File: src/rtl/rtcSpiPkg.sv
package rtcSpiPkg;
  localparam int DW        = 8;
  localparam int NREG      = 8;
  localparam int RAM_DEPTH = 96;
  localparam int TW        = DW - 1;
  localparam int AW        = TW;
  localparam int RW        = $clog2(NREG);
  localparam int BW        = $clog2(DW);

  localparam logic [TW-1:0] TGT_CLK_BURST = '0;
  localparam logic [TW-1:0] TGT_RAM_BASE  = TW'(31);
  localparam logic [TW-1:0] TGT_RAM_BURST = TW'(31 + RAM_DEPTH);

  typedef enum logic [2:0] {
    ST_CMD, ST_WR_CLK, ST_RD_CLK, ST_WR_RAM, ST_RD_RAM, ST_IGNORE
  } ctlState_t;

  typedef enum logic [1:0] { TX_ZERO, TX_REG, TX_RAM } txSrc_t;

  typedef struct packed {
    logic   clear;
    logic   rxShift;
    logic   txLoad;
    logic   txShift;
    txSrc_t txSrc;
    logic   stageWr;
    logic   commit;
    logic   ramWr;
  } ctlStb_t;
endpackage

File: src/rtl/rtcSpiCtl.sv
module rtcSpiCtl
  import rtcSpiPkg::*;
(
  input  logic          clk,
  input  logic          rstN,
  input  logic          csN,
  input  logic          sclk,
  input  logic          wrProtect,
  input  logic [DW-1:0] rxByte,
  output ctlStb_t       stb,
  output logic [AW-1:0] addrQ
);
  logic          sclkQ;
  ctlState_t     stateQ, stateD;
  logic [BW-1:0] bitCntQ;
  logic          burstQ, burstD;
  logic          doneQ, doneD;
  logic [AW-1:0] addrD;
  logic          sclkRise, sclkFall, byteDone, isRd, atLastRam;
  logic [TW-1:0] tgt;

  assign sclkRise  = sclk & ~sclkQ & ~csN;
  assign sclkFall  = ~sclk & sclkQ & ~csN;
  assign byteDone  = sclkRise && (bitCntQ == BW'(DW - 1));
  assign isRd      = rxByte[DW-1];
  assign tgt       = rxByte[TW-1:0];
  assign atLastRam = (addrQ == AW'(RAM_DEPTH - 1));

  always_comb begin
    stateD      = stateQ;
    addrD       = addrQ;
    burstD      = burstQ;
    doneD       = doneQ;
    stb         = ctlStb_t'(0);
    stb.rxShift = sclkRise;
    if (csN) begin
      stateD    = ST_CMD;
      addrD     = '0;
      burstD    = 1'b0;
      doneD     = 1'b0;
      stb.clear = 1'b1;
    end else begin
      if (sclkFall && bitCntQ == '0) begin
        stb.txLoad = 1'b1;
        if (!doneQ && stateQ == ST_RD_CLK)      stb.txSrc = TX_REG;
        else if (!doneQ && stateQ == ST_RD_RAM) stb.txSrc = TX_RAM;
      end else if (sclkFall) begin
        stb.txShift = 1'b1;
      end
      if (byteDone) begin
        unique case (stateQ)
          ST_CMD: begin
            addrD = '0;
            doneD = 1'b0;
            if (tgt == TGT_CLK_BURST) begin
              stateD = isRd ? ST_RD_CLK : ST_WR_CLK;
              burstD = 1'b1;
            end else if (tgt == TGT_RAM_BURST) begin
              stateD = isRd ? ST_RD_RAM : ST_WR_RAM;
              burstD = 1'b1;
            end else if (tgt >= TGT_RAM_BASE && tgt < TGT_RAM_BURST) begin
              stateD = isRd ? ST_RD_RAM : ST_WR_RAM;
              burstD = 1'b0;
              addrD  = AW'(tgt - TGT_RAM_BASE);
            end else begin
              stateD = ST_IGNORE;
            end
          end
          ST_WR_CLK: begin
            stb.stageWr = 1'b1;
            if (addrQ == AW'(NREG - 1)) begin
              stb.commit = ~wrProtect;
              stateD     = ST_IGNORE;
            end else begin
              addrD = AW'(addrQ + 1'b1);
            end
          end
          ST_RD_CLK: begin
            if (addrQ == AW'(NREG - 1)) doneD = 1'b1;
            else                        addrD = AW'(addrQ + 1'b1);
          end
          ST_WR_RAM: begin
            stb.ramWr = 1'b1;
            if (!burstQ || atLastRam) stateD = ST_IGNORE;
            else                      addrD  = AW'(addrQ + 1'b1);
          end
          ST_RD_RAM: begin
            if (!burstQ || atLastRam) doneD = 1'b1;
            else                      addrD = AW'(addrQ + 1'b1);
          end
          default: ;
        endcase
      end
    end
  end

  always_ff @(posedge clk) begin
    if (!rstN) begin
      sclkQ   <= 1'b0;
      stateQ  <= ST_CMD;
      bitCntQ <= '0;
      addrQ   <= '0;
      burstQ  <= 1'b0;
      doneQ   <= 1'b0;
    end else begin
      sclkQ   <= sclk;
      stateQ  <= stateD;
      addrQ   <= addrD;
      burstQ  <= burstD;
      doneQ   <= doneD;
      if (csN)           bitCntQ <= '0;
      else if (sclkRise) bitCntQ <= BW'(bitCntQ + 1'b1);
    end
  end


  cs_abort_chk: assert property (@(posedge clk) disable iff (!rstN)
    csN |=> (stateQ == ST_CMD && bitCntQ == '0));


  ram_wr_range_chk: assert property (@(posedge clk) disable iff (!rstN)
    stb.ramWr |-> (addrQ < AW'(RAM_DEPTH)));


  rd_zero_after_end_chk: assert property (@(posedge clk) disable iff (!rstN)
    (doneQ && stb.txLoad) |-> (stb.txSrc == TX_ZERO));
endmodule

File: src/rtl/rtcSpiDp.sv
module rtcSpiDp
  import rtcSpiPkg::*;
(
  input  logic               clk,
  input  logic               rstN,
  input  ctlStb_t            stb,
  input  logic               mosi,
  input  logic [AW-1:0]      addr,
  input  logic [DW-1:0]      regRdData,
  input  logic [DW-1:0]      ramRdData,
  output logic [DW-1:0]      rxByte,
  output logic               miso,
  output logic               regWrEn,
  output logic [NREG*DW-1:0] regWrData,
  output logic               ramWrEn,
  output logic [AW-1:0]      ramWrAddr,
  output logic [DW-1:0]      ramWrData
);
  logic [DW-2:0] rxQ;
  logic [DW-1:0] txQ, txNext;

  assign rxByte = {rxQ, mosi};
  assign miso   = txQ[DW-1];

  always_comb begin
    unique case (stb.txSrc)
      TX_REG:  txNext = regRdData;
      TX_RAM:  txNext = ramRdData;
      default: txNext = '0;
    endcase
  end

  always_ff @(posedge clk) begin
    if (!rstN || stb.clear) begin
      rxQ <= '0;
      txQ <= '0;
    end else begin
      if (stb.rxShift)      rxQ <= rxByte[DW-2:0];
      if (stb.txLoad)       txQ <= txNext;
      else if (stb.txShift) txQ <= {txQ[DW-2:0], 1'b0};
    end
  end

  for (genvar i = 0; i < NREG; i++) begin : g_stage
    logic [DW-1:0] stageQ;
    always_ff @(posedge clk) begin
      if (!rstN)                                      stageQ <= '0;
      else if (stb.stageWr && addr[RW-1:0] == RW'(i)) stageQ <= rxByte;
    end
    assign regWrData[i*DW +: DW] = stageQ;
  end

  always_ff @(posedge clk) begin
    if (!rstN) begin
      regWrEn   <= 1'b0;
      ramWrEn   <= 1'b0;
      ramWrAddr <= '0;
      ramWrData <= '0;
    end else begin
      regWrEn <= stb.commit;
      ramWrEn <= stb.ramWr;
      if (stb.ramWr) begin
        ramWrAddr <= addr;
        ramWrData <= rxByte;
      end
    end
  end


  reg_pulse_chk: assert property (@(posedge clk) disable iff (!rstN)
    regWrEn |=> !regWrEn);


  ram_addr_chk: assert property (@(posedge clk) disable iff (!rstN)
    ramWrEn |-> (ramWrAddr < AW'(RAM_DEPTH)));
endmodule

File: src/rtl/rtcSpiAccess.sv
module rtcSpiAccess
  import rtcSpiPkg::*;
(
  input  logic               clk,
  input  logic               rstN,
  input  logic               spiCsN,
  input  logic               spiSclk,
  input  logic               spiMosi,
  output logic               spiMiso,
  input  logic               wrProtect,
  output logic [RW-1:0]      regRdIdx,
  input  logic [DW-1:0]      regRdData,
  output logic               regWrEn,
  output logic [NREG*DW-1:0] regWrData,
  output logic [AW-1:0]      ramRdAddr,
  input  logic [DW-1:0]      ramRdData,
  output logic               ramWrEn,
  output logic [AW-1:0]      ramWrAddr,
  output logic [DW-1:0]      ramWrData
);
  ctlStb_t       stb;
  logic [AW-1:0] addr;
  logic [DW-1:0] rxByte;

  rtcSpiCtl u_ctl (
    .clk(clk), .rstN(rstN), .csN(spiCsN), .sclk(spiSclk),
    .wrProtect(wrProtect), .rxByte(rxByte), .stb(stb), .addrQ(addr)
  );

  rtcSpiDp u_dp (
    .clk(clk), .rstN(rstN), .stb(stb), .mosi(spiMosi), .addr(addr),
    .regRdData(regRdData), .ramRdData(ramRdData), .rxByte(rxByte),
    .miso(spiMiso), .regWrEn(regWrEn), .regWrData(regWrData),
    .ramWrEn(ramWrEn), .ramWrAddr(ramWrAddr), .ramWrData(ramWrData)
  );

  assign regRdIdx  = addr[RW-1:0];
  assign ramRdAddr = addr;


  wp_block_chk: assert property (@(posedge clk) disable iff (!rstN)
    regWrEn |-> !$past(wrProtect));


  cs_idle_miso_chk: assert property (@(posedge clk) disable iff (!rstN)
    spiCsN |=> !spiMiso);
endmodule

File: config.mk
export PLATFORM = sky130hd
export DESIGN_NAME = rtcSpiAccess
export DESIGN_NICKNAME = d
export VERILOG_FILES = /design/src/rtl/rtcSpiPkg.sv /design/src/rtl/rtcSpiCtl.sv /design/src/rtl/rtcSpiDp.sv /design/src/rtl/rtcSpiAccess.sv
export SDC_FILE = /design/constraint.sdc
export NUM_CORES = 1
export LEC_CHECK = 0
export CORE_UTILIZATION = 46
export CTS_BUF_LIST = sky130_fd_sc_hd__clkbuf_16
export DETAILED_ROUTE_END_ITERATION = 10
export HOLD_SLACK_MARGIN = 0.08
export PLACE_DENSITY = 0.85
export SYNTH_ARGS = -nofsm -noshare
export SYNTH_HDL_FRONTEND = slang
export SYNTH_SLANG_ARGS = --single-unit
File: constraint.sdc
create_clock -name clk -period 2.2 [get_ports clk]
set_input_delay 0.22 -clock clk [delete_from_list [all_inputs] [get_ports clk]]
set_output_delay 0.22 -clock clk [all_outputs]
set_load 0.03 [all_outputs]
==> metrics.log <==
[metrics] 1st-pass router iterations: 5
[metrics] final standard cell area without fillers: 6800 um2
[metrics] GRT overflow: 0
[metrics] class of the tightest hold or removal check: in -> reg
[metrics] CTS tree: done
[metrics] worst clock skew: 0.00977 ns
[metrics] run status: complete, no violations
[metrics] area share of the leading cell type in the synthesized netlist: 0.438
[metrics] CTS buffer count: 9
[metrics] largest fanout of any net on the critical path: 27
[metrics] number of nets with antenna violations after routing: 0
[metrics] residual DRC count: 0
[metrics] synthesized instance count: 620
[metrics] hold buffer count at cts: 0
[metrics] power per unit of standard cell area: 558 nW/um2
[metrics] transition at the pin with the smallest max-transition slack: 0.702 ns
[metrics] number of flops mapped to enable cells by yosys: 0
[metrics] beginning of the critical path: u_ctl.bitCntQ[1]
[metrics] most common library cells after synthesis: sky130_fd_sc_hd__dfxtp_1, sky130_fd_sc_hd__nand2_1, sky130_fd_sc_hd__a21oi_1
[metrics] type of the worst setup path: reg -> reg
[metrics] clock-pin slew of the registers on the worst-case setup and hold paths: 0.08 ns
[metrics] Min Clock Period, post-route: 2.06 ns
[metrics] maximum root-to-sink buffer count: 2
[metrics] maximum resistive drop on vdd: 0.436 mV
[metrics] Post-Place Cells: 856
[metrics] max-slew headroom at the worst pin: 0.532
[metrics] Net count, final: 762
[metrics] number of distinct library cell variants in the gate-level netlist after synthesis: 74
[metrics] total length of routed met3 wires: 792 um
[metrics] H-tree lvl count: 3
[metrics] count of endpoints failing hold in the final timing report: 0
[metrics] count of pins over their slew limit: 0
[metrics] Post-Synthesis Mean Instance Area: 8.25 um2
[metrics] via count: 4992
[metrics] layout cell share with drive strength beyond 1: 0.113
[metrics] setup-violating endpoint count in the final report: 0
[metrics] highest achievable clock rate: 0.486 GHz
[metrics] leakage power: 2.33 nW
[metrics] maximum number of pins on one net before global-route repair: 81
[metrics] ratio of final minimum period to clock period: 0.935
[metrics] via count of the first global-routing pass: 4783
[metrics] clk_lat worst skew: 0.35 ns
[metrics] die width: 107 um
[metrics] async set-or-reset flop fraction in the synthesized netlist: 0
[metrics] cell accounting for the most synthesized area: sky130_fd_sc_hd__dfxtp_1
[metrics] warnings from Yosys: 0
[metrics] Total GRT Usage: 0.249
[metrics] detailed-route vias per instance: 5.72
[metrics] launching element type of the critical path: flop
[metrics] number of clock sinks: 112
[metrics] die height: 107 um
[metrics] register area share after synthesis: 0.438
[metrics] flip-flop and latch count after synthesis: 112
[metrics] buffers added on ports: 113
[metrics] Post-Synthesis Net Count: 655
[metrics] Core ar.: 10800 um2
[metrics] most frequent cell after synthesis: sky130_fd_sc_hd__dfxtp_1
[metrics] wire length on met2: 7.08 mm
[metrics] data arrival at the endpoint of the critical path: 2.29 ns
[metrics] uppermost metal layer occupied by signal nets: met4
[metrics] effective utilization at floorplan: 0.472
[metrics] number of diodes added for antenna fixing: 0
[metrics] Total Routed Length: 13.9 mm
[metrics] reg-to-reg critical path startpoint: u_ctl.bitCntQ[1]
[metrics] Cell Rows: 38
[metrics] root buffer cell: sky130_fd_sc_hd__clkbuf_16
[metrics] top_reg_cell synth: sky130_fd_sc_hd__dfxtp_1
[metrics] global-route wire length before repair: 22.8 mm
[metrics] Final HPWL DP: 9.84 mm
[metrics] post-route non-filler standard cell count: 872
[metrics] data required time at the worst endpoint: 2.43 ns
[metrics] synth-to-layout area growth: 33.0%
[metrics] routed len/inst: 16.0 um
[metrics] most area-consuming cells after synthesis: sky130_fd_sc_hd__dfxtp_1, sky130_fd_sc_hd__a21oi_1, sky130_fd_sc_hd__nand2_1
[metrics] total negative slack for setup checks: 0 ns
[metrics] post-synth design cell area: 5110 um2
[metrics] beginning of the worst hold path: wrProtect
[metrics] unrepaired setup endpoints after global routing: no
[metrics] met1 wire length: 5.70 mm
[metrics] area post-placement: 6480 um2
[metrics] count of pins on the block boundary: 114
[metrics] Crit. End Element: flop
[metrics] initial antenna violation count: 0
[metrics] MaxCap Viol Count: 0
[metrics] Total Die Area: 11500 um2
[metrics] routability congestion estimate: 0.860
[metrics] number of design-rule violations left by the first detailed-router iteration: 355
[what timing repair did]
action                     in CTS  in global routing
buffers inserted                0                  0
setup endpoints to repair       0                 11
resized for setup               0                  6
[registers in the layout, summed over array words and instances (netlist names)]
name                 cells
u_ctl.addrQ              7
u_ctl.bitCntQ            3
u_ctl.burstQ             1
u_ctl.doneQ              1
u_ctl.sclkQ              1
u_ctl.stateQ             3
u_dp.g_stage.stageQ     64
u_dp.ramWrAddr           7
u_dp.ramWrData           8
u_dp.ramWrEn             1
u_dp.regWrEn             1
u_dp.rxQ                 7
u_dp.txQ                 8
[cell families (layout without fill, tap and decap cells)]
| kind of cell | count (synthesis) | count (layout) | share of synthesized area |
|---|---|---|---|
| adder cells (fa/ha/maj) | 13 | 13 | 0.0318 |
| AO/OA/AOI/OAI | 152 | 152 | 0.186 |
| buffers and inverters | 72 | 184 | 0.0668 |
| XOR/XNOR | 5 | 5 | 0.00856 |
| flip-flops | 112 | 112 | 0.438 |
| AND/OR/NAND/NOR | 258 | 258 | 0.253 |
| multiplexers | 8 | 8 | 0.0157 |
[critical path: stages (launching register included)]
cell and delay [ns]:
sky130_fd_sc_hd__dfxtp_1 0.36, sky130_fd_sc_hd__ha_1 0.16, sky130_fd_sc_hd__ha_1 0.14, sky130_fd_sc_hd__nand4bb_1 0.18, sky130_fd_sc_hd__buf_4 0.22, sky130_fd_sc_hd__nor4_4 0.20, sky130_fd_sc_hd__buf_12 0.21, sky130_fd_sc_hd__nand2_1 0.20
sky130_fd_sc_hd__nand2_1 0.18, sky130_fd_sc_hd__a21oi_1 0.08
[cell usage in the layout, fill, tap and decap left out, types with 4 or more instances in the layout]
| master | synthesis | layout |
|---|---|---|
| sky130_fd_sc_hd__a21oi_1 | 86 | 86 |
| sky130_fd_sc_hd__a22oi_1 | 8 | 8 |
| sky130_fd_sc_hd__a31oi_1 | 9 | 9 |
| sky130_fd_sc_hd__buf_4 | 9 | 37 |
| sky130_fd_sc_hd__clkbuf_16 | 0 | 9 |
| sky130_fd_sc_hd__clkdlybuf4s50_1 | 0 | 113 |
| sky130_fd_sc_hd__dfxtp_1 | 112 | 111 |
| sky130_fd_sc_hd__ha_1 | 13 | 11 |
| sky130_fd_sc_hd__inv_1 | 13 | 14 |
| sky130_fd_sc_hd__mux2i_1 | 8 | 8 |
| sky130_fd_sc_hd__nand2_1 | 105 | 104 |
| sky130_fd_sc_hd__nand3_1 | 70 | 70 |
| sky130_fd_sc_hd__nor2_1 | 35 | 35 |
| sky130_fd_sc_hd__nor3_1 | 4 | 4 |
| sky130_fd_sc_hd__o21ai_0 | 11 | 11 |
| sky130_fd_sc_hd__o221a_2 | 4 | 4 |
| sky130_fd_sc_hd__or3_1 | 8 | 8 |
| sky130_fd_sc_hd__xnor2_1 | 4 | 4 |
[cell type report]
cell class / count / area [um2]
clock buffer: 9 / 225
clock inverter: 7 / 63.8
fill: 901 / 4040
inverter: 15 / 56.3
multi-input combinational: 436 / 2570
sequential: 112 / 2240
tap: 140 / 175
timing repair buffer: 153 / 1470
[worst paths after layout]
check,to,slack [ns],cells past startpoint
min,u_dp.regWrEn,0.45,2
max reg2reg,u_dp.g_stage[6].stageQ[6],0.14,9
max,u_dp.g_stage[6].stageQ[6],0.14,9
min reg2reg,u_dp.g_stage[6].stageQ[2],0.46,2
[metrics by stage]
stage	hold WS, ns	power, mW	utilization	worst slack [ns]
finish	0.447	3.79	0.627	0.144
global route	0.451	3.89	0.627	0.00230
CTS	0.452	3.80	0.625	0.00583
detailed placement	0.449	2.24	0.598	-0.317
global placement	0.444	2.24	0.598	-0.171
floorplan	0.297	2.16	-	0.0179
[power breakdown]
part	internal (mW)	total (mW)	switching, mW
clock network	0.798	1.59	0.794
logic	0.0722	0.159	0.0863
registers	2.03	2.04	0.00902
total	2.90	3.79	0.889
[layer usage]
layer,global-route usage,up-vias
li1,-,2369
met2,0.433,226
met4,0.121,0
met5,0,-
met1,0.300,2367
met3,0.0357,30
Note: power is estimated with default switching activity, not from simulation.
